## src/rtl/mlvl_pkg.sv

```systemverilog
package mlvl_pkg;

  typedef enum logic [1:0] {
    DISP_SAME  = 2'd0,
    DISP_HALF  = 2'd1,
    DISP_ALT   = 2'd2,
    DISP_SPARE = 2'd3
  } disp_e;

  // reference in carrier units: r * mi * ncell * t, arithmetic shift right
  function automatic longint scale_ref(longint r, longint mi, longint t,
                                       int ncell, int sh);
    return (r * mi * longint'(ncell) * t) >>> sh;
  endfunction

  function automatic longint clamp_ref(longint v, longint lim);
    if (v > lim)  return lim;
    if (v < -lim) return -lim;
    return v;
  endfunction

  // whether carrier k runs in antiphase for a given disposition
  function automatic bit carrier_flip(logic [1:0] m, int k, int ncell);
    case (m)
      DISP_HALF: return (k >= ncell);
      DISP_ALT:  return k[0];
      default:   return 1'b0;
    endcase
  endfunction

  function automatic longint carrier_value(int k, int ncell, longint cnt,
                                           longint t, bit flip);
    return longint'(k - ncell) * t + (flip ? (t - cnt) : cnt);
  endfunction

  // three-level code for cell idx given the leg level
  function automatic logic [1:0] cell_code(int lvl, int idx);
    if (lvl > idx)  return 2'b01;
    if (-lvl > idx) return 2'b10;
    return 2'b00;
  endfunction

  // {A high, A low, B high, B low}
  function automatic logic [3:0] cell_gates(logic [1:0] code);
    case (code)
      2'b01:   return 4'b1001;
      2'b10:   return 4'b0110;
      default: return 4'b0101;
    endcase
  endfunction

endpackage

```

## src/rtl/mlvl_carrier_gen.sv

```systemverilog
module mlvl_carrier_gen #(
  parameter int CNT_W    = 10,
  parameter int TERM_DEF = 8
) (
  input  logic             clk,
  input  logic             rst,
  input  logic [CNT_W-1:0] term_in,
  input  logic [1:0]       mode_in,
  output logic [CNT_W-1:0] cnt,
  output logic [CNT_W-1:0] term_act,
  output logic [1:0]       mode_act,
  output logic             period_start
);

  logic             up;
  logic [CNT_W-1:0] term_nx;

  assign period_start = (cnt == '0);

  always_comb begin
    term_nx = term_act;
    if (period_start) term_nx = (term_in == '0) ? CNT_W'(1) : term_in;
  end

  always_ff @(posedge clk) begin
    if (rst) begin
      cnt      <= '0;
      up       <= 1'b1;
      term_act <= CNT_W'(TERM_DEF);
      mode_act <= 2'd0;
    end else begin
      term_act <= term_nx;
      if (period_start) mode_act <= mode_in;
      if (up) begin
        cnt <= cnt + 1'b1;
        if (cnt + 1'b1 == term_nx) up <= 1'b0;
      end else begin
        cnt <= cnt - 1'b1;
        if (cnt == CNT_W'(1)) up <= 1'b1;
      end
    end
  end

endmodule

```

## src/rtl/mlvl_carrier_bank.sv

```systemverilog
module mlvl_carrier_bank #(
  parameter int NCELL   = 4,
  parameter int CNT_W   = 10,
  parameter int REF_W   = 16,
  parameter int MI_W    = 8,
  parameter int MI_FRAC = 7,
  parameter int LVL_W   = 4
) (
  input  logic [REF_W-1:0]        ref_in,
  input  logic [MI_W-1:0]         mi_in,
  input  logic [CNT_W-1:0]        cnt,
  input  logic [CNT_W-1:0]        term_act,
  input  logic [1:0]              mode_act,
  output logic signed [LVL_W-1:0] level
);

  localparam int NCAR = 2 * NCELL;
  localparam int SH   = REF_W - 1 + MI_FRAC;

  logic [NCAR-1:0]    above;
  logic signed [63:0] ref_sc;
  logic signed [63:0] ref_lim;
  logic signed [63:0] t_l;
  logic signed [63:0] c_l;

  assign t_l = longint'({1'b0, term_act});
  assign c_l = longint'({1'b0, cnt});

  always_comb begin
    ref_sc  = mlvl_pkg::scale_ref(longint'($signed(ref_in)),
                                  longint'({1'b0, mi_in}), t_l, NCELL, SH);
    ref_lim = mlvl_pkg::clamp_ref(ref_sc, longint'(NCELL) * t_l);
  end

  for (genvar k = 0; k < NCAR; k++) begin : g_car
    logic signed [63:0] cv;
    assign cv = mlvl_pkg::carrier_value(k, NCELL, c_l, t_l,
                  mlvl_pkg::carrier_flip(mode_act, k, NCELL));
    assign above[k] = (ref_lim > cv);
  end

  always_comb level = LVL_W'(int'($countones(above)) - NCELL);

endmodule

```

## src/rtl/mlvl_cell_map.sv

```systemverilog
module mlvl_cell_map #(
  parameter int NCELL = 4,
  parameter int LVL_W = 4
) (
  input  logic                    clk,
  input  logic                    rst,
  input  logic signed [LVL_W-1:0] level,
  output logic [2*NCELL-1:0]      cell_cmd,
  output logic [4*NCELL-1:0]      gate_out
);

  for (genvar i = 0; i < NCELL; i++) begin : g_cell
    logic [1:0] code_q;
    logic [3:0] gate_q;
    always_ff @(posedge clk) begin
      if (rst) begin
        code_q <= 2'b00;
        gate_q <= 4'b0101;
      end else begin
        code_q <= mlvl_pkg::cell_code(int'(level), i);
        gate_q <= mlvl_pkg::cell_gates(mlvl_pkg::cell_code(int'(level), i));
      end
    end
    assign cell_cmd[2*i +: 2] = code_q;
    assign gate_out[4*i +: 4] = gate_q;
  end

endmodule

```

## src/rtl/mlvl_spwm.sv

```systemverilog
module mlvl_spwm #(
  parameter int NCELL    = 4,
  parameter int CNT_W    = 10,
  parameter int TERM_DEF = 8,
  parameter int REF_W    = 16,
  parameter int MI_W     = 8,
  parameter int MI_FRAC  = 7,
  parameter int LVL_W    = $clog2(NCELL + 1) + 1
) (
  input  logic                    clk,
  input  logic                    rst,
  input  logic [REF_W-1:0]        ref_in,
  input  logic [MI_W-1:0]         mi_in,
  input  logic [CNT_W-1:0]        term_in,
  input  logic [1:0]              mode_in,
  output logic signed [LVL_W-1:0] level_out,
  output logic [2*NCELL-1:0]      cell_cmd,
  output logic [4*NCELL-1:0]      gate_out
);

  logic [CNT_W-1:0]        cnt;
  logic [CNT_W-1:0]        term_act;
  logic [1:0]              mode_act;
  logic                    period_start;
  logic signed [LVL_W-1:0] level_now;

  mlvl_carrier_gen #(.CNT_W(CNT_W), .TERM_DEF(TERM_DEF)) u_gen (
    .clk(clk), .rst(rst), .term_in(term_in), .mode_in(mode_in),
    .cnt(cnt), .term_act(term_act), .mode_act(mode_act),
    .period_start(period_start)
  );

  mlvl_carrier_bank #(.NCELL(NCELL), .CNT_W(CNT_W), .REF_W(REF_W),
                      .MI_W(MI_W), .MI_FRAC(MI_FRAC), .LVL_W(LVL_W)) u_bank (
    .ref_in(ref_in), .mi_in(mi_in), .cnt(cnt), .term_act(term_act),
    .mode_act(mode_act), .level(level_now)
  );

  mlvl_cell_map #(.NCELL(NCELL), .LVL_W(LVL_W)) u_cells (
    .clk(clk), .rst(rst), .level(level_now),
    .cell_cmd(cell_cmd), .gate_out(gate_out)
  );

  always_ff @(posedge clk) begin
    if (rst) level_out <= '0;
    else     level_out <= level_now;
  end

endmodule

```

## config.mk

```make
export PLATFORM = sky130hd
export DESIGN_NAME = mlvl_spwm
export DESIGN_NICKNAME = d
export VERILOG_FILES = /design/src/rtl/mlvl_pkg.sv /design/src/rtl/mlvl_carrier_gen.sv /design/src/rtl/mlvl_carrier_bank.sv /design/src/rtl/mlvl_cell_map.sv /design/src/rtl/mlvl_spwm.sv
export SDC_FILE = /design/constraint.sdc
export NUM_CORES = 1
export LEC_CHECK = 0
export ABC_AREA = 1
export CAP_MARGIN = 20
export CORE_MARGIN = 1
export CORE_UTILIZATION = 35
export CTS_CLUSTER_SIZE = 40
export DETAILED_ROUTE_END_ITERATION = 7
export GPL_ROUTABILITY_DRIVEN = 0
export HOLD_SLACK_MARGIN = 0.03
export SLEW_MARGIN = 20
export SYNTH_ARGS = -nofsm -noshare
export SYNTH_HDL_FRONTEND = slang
export SYNTH_SLANG_ARGS = --single-unit
```

## constraint.sdc

```tcl
create_clock -name clk -period 25.6 [get_ports clk]
set_clock_uncertainty 0.2 [all_clocks]
set_input_delay 5.12 -clock clk [delete_from_list [all_inputs] [get_ports clk]]
set_output_delay 5.12 -clock clk [all_outputs]
set_load 0.02 [all_outputs]
```

==> impl_metrics.csv <==
group,metric,value,unit
status,status,"finished clean",
yosys,synth_nets,5752,
drt,drt_iter0_markers,2195,
layout,stdcell_count,5895,
yosys,synthFlopType,"dfxtp_1",
sta,fin_crit_sh,94.56,%
floorplan,die_x,309.5,um
drt,vias,30022,
sta,fin_hold_ws,0.2837,ns
clock_tree,htree_levels,2,
worst_setup_path,cp_data_arrival_time,24.18,ns
clock_tree,clockBufferDepth,2,
clock_tree,cts_buffers,5,
yosys,ys.warnings.count,0,
global_routing,grt_pass1_vias,29245,
sta,fmax,41.31,MHz
yosys,ys_seq_area_share,2.662,%
place,dp_cells,5883,
worst_setup_path,critPathMaxFanout,19,
sta,worst_pin_slew,1.038,ns
sta,fin_crit,24.21,ns
worst_setup_path,endpoint_kind,"flip-flop",
drt,ant_nets,0,
clock_tree,clk_latency,0.29,ns
clock_tree,cts_tree,"built",
hold_path,hold_class,"reg2reg",
sta,hold_viol_final,0,
yosys,avgSynthCellArea,7.157,um^2
sta,drv_slew,0,
place,place_hpwl,77800,um
drt,wire_per_inst,16.32,um
sta,setup_violations,0,
floorplan,core-area,93470,um^2
worst_setup_path,critPathKind,"in2reg",
floorplan,die-area,95780,um^2
floorplan,dieHeight,309.5,um
layout,area_growth_syn_to_layout,7.377,%
clock_tree,clockRootBuffer,"clkbuf_16",
global_routing,antenna_found_initial,1,
layout,fill_cells,9902,
global_routing,grt_max_degree,82,
yosys,synth_cell_type_count,61,
layout,final_common_cell,"inv_1",
global_routing,grt.total_usage,20.36,%
worst_setup_path,critPathMaxStageDelay,0.94,ns
worst_setup_path,cp-start-kind,"primary input",
global_routing,grt_pass1_wl,156000,um
floorplan,start_util,35.41,%
clock_tree,clk_pin_slew,0.06,ns
layout,drive_above_1_share,2.866,%
layout,nets,5768,
yosys,synth_seq_cells,44,
drt,drt-pass1-iter-count,7,
yosys,synth_cells,4624,
yosys,async_flop_share,0,%
layout,layout_common_cells,"921 x inv_1, 907 x nand2_1, 746 x ha_1",
yosys,synth_edf_count,0,
place,port_buffers,65,
worst_setup_path,required,25.57,ns
drt,drt-total-wl,96220,um
job,cap_violations,0,
drt,via_per_inst,5.093,
floorplan,boundaryPins,66,
clock_tree,hold_buffers,0,
global_routing,overflow,0,
sta,relSlewSlack,30.04,%
worst_setup_path,critPathSlowestCell,"nor4_1",
floorplan,rows,112,
clock_tree,cts.sinks,44,
drt,drc_errors,0,
yosys,netlist_area,33090,um^2
path summary, 6_finish.rpt:
kind	start	cells past startpoint	endpoint	slack, ns
min	u_gen.mode_act[1]	2	u_gen.mode_act[1]	0.28
max reg2reg	u_gen.term_act[6]	64	u_cells.g_cell[1].gate_q[1]	9.79
max	ref_in[4]	91	u_cells.g_cell[1].gate_q[1]	1.39
min reg2reg	u_gen.mode_act[1]	2	u_gen.mode_act[1]	0.28
flip-flops by register name, summed over array words and instances, names as in the netlist:
register and cells:
u_gen.term_act 10, u_cells.g_cell.gate_q 11, u_cells.g_cell.code_q 6, u_gen.mode_act 2
u_gen.cnt 10, level_out 4, u_gen.up 1
what timing repair did:
action                                  4_1_cts  5_1_grt
gates resized for setup                       0       14
buffers inserted                              0        3
endpoints found under the setup margin        0        8
per-layer routing:
metal | track usage, % | part of all wire, % | vias up
li1 | - | - | 14964
met1 | 28.63 | 47 | 14175
met2 | 33.83 | 45 | 776
met3 | 1.961 | 5.7 | 107
met4 | 3.776 | 2.1 | 0
met5 | 0 | 0 | -
critical path: cells and delay by family:
kind / cells / cell delay, ns
adder cells (fa/ha/maj): 18 / 7.24
AND/OR/NAND/NOR: 38 / 6.25
buffers and inverters: 21 / 2.73
AO/OA/AOI/OAI: 13 / 2.63
XOR/XNOR: 1 / 0.15
Yosys cell counts (all sizes together), types with 4 or more instances:
library cell | number | area (um^2)
a2111oi | 5 | 43.79
a211oi | 38 | 285.3
a21boi | 4 | 30.03
a21o | 14 | 105.1
a21oi | 376 | 1882
a221oi | 13 | 113.9
a31oi | 17 | 106.4
and2 | 5 | 31.28
buf | 20 | 122.6
clkbuf | 101 | 384.1
clkinv | 4 | 15.01
dfxtp | 44 | 880.8
fa | 344 | 6887
ha | 746 | 9334
inv | 928 | 3483
nand2 | 916 | 3463
nand3 | 133 | 708.2
nand4 | 60 | 390.4
nor2 | 286 | 1076
nor3 | 27 | 146.4
nor4 | 30 | 187.7
nor4b | 4 | 35.03
o211ai | 15 | 112.6
o21a | 13 | 97.59
o21ai | 256 | 1281
o21bai | 22 | 165.2
o221ai | 8 | 70.07
o31ai | 5 | 37.54
or2 | 21 | 131.4
xnor2 | 48 | 420.4
xor2 | 96 | 855.8
cell families after synthesis:
kind of cell | after synthesis | synth area share [%]
buf+inv | 1053 | 12.10
simple gates | 1492 | 18.86
flops | 44 | 2.662
fa+ha+maj | 1090 | 49.02
xor+xnor | 144 | 3.856
compound gates | 801 | 13.50
stage by stage:
step	worst slack [ns]	setup TNS, ns	util (%)	instance area, um^2
after floorplan	2.718	0	-	33090
after global placement	1.105	0	37.80	35330
after detailed placement	0.8192	0	37.80	35330
after CTS	1.039	0	37.94	35470
after global routing	-0.008439	-0.008439	38.01	35530
final	1.391	0	38.02	35530
cell type report:
class / instances / area [um^2] / share of cell area, %
Antenna cell: 1 / 2.502 / 0.007042
Timing Repair Buffer: 129 / 1154 / 3.246
Inverter: 932 / 3502 / 9.856
Multi-Input combinational cell: 3528 / 28290 / 79.61
Tap cell: 1254 / 1569 / 4.415
Clock inverter: 2 / 12.51 / 0.03521
Clock buffer: 5 / 125.1 / 0.3521
Sequential cell: 44 / 880.8 / 2.479
Power is not shown: default switching activity piles up to over one toggle a cycle in this logic, so the estimate is an artifact.
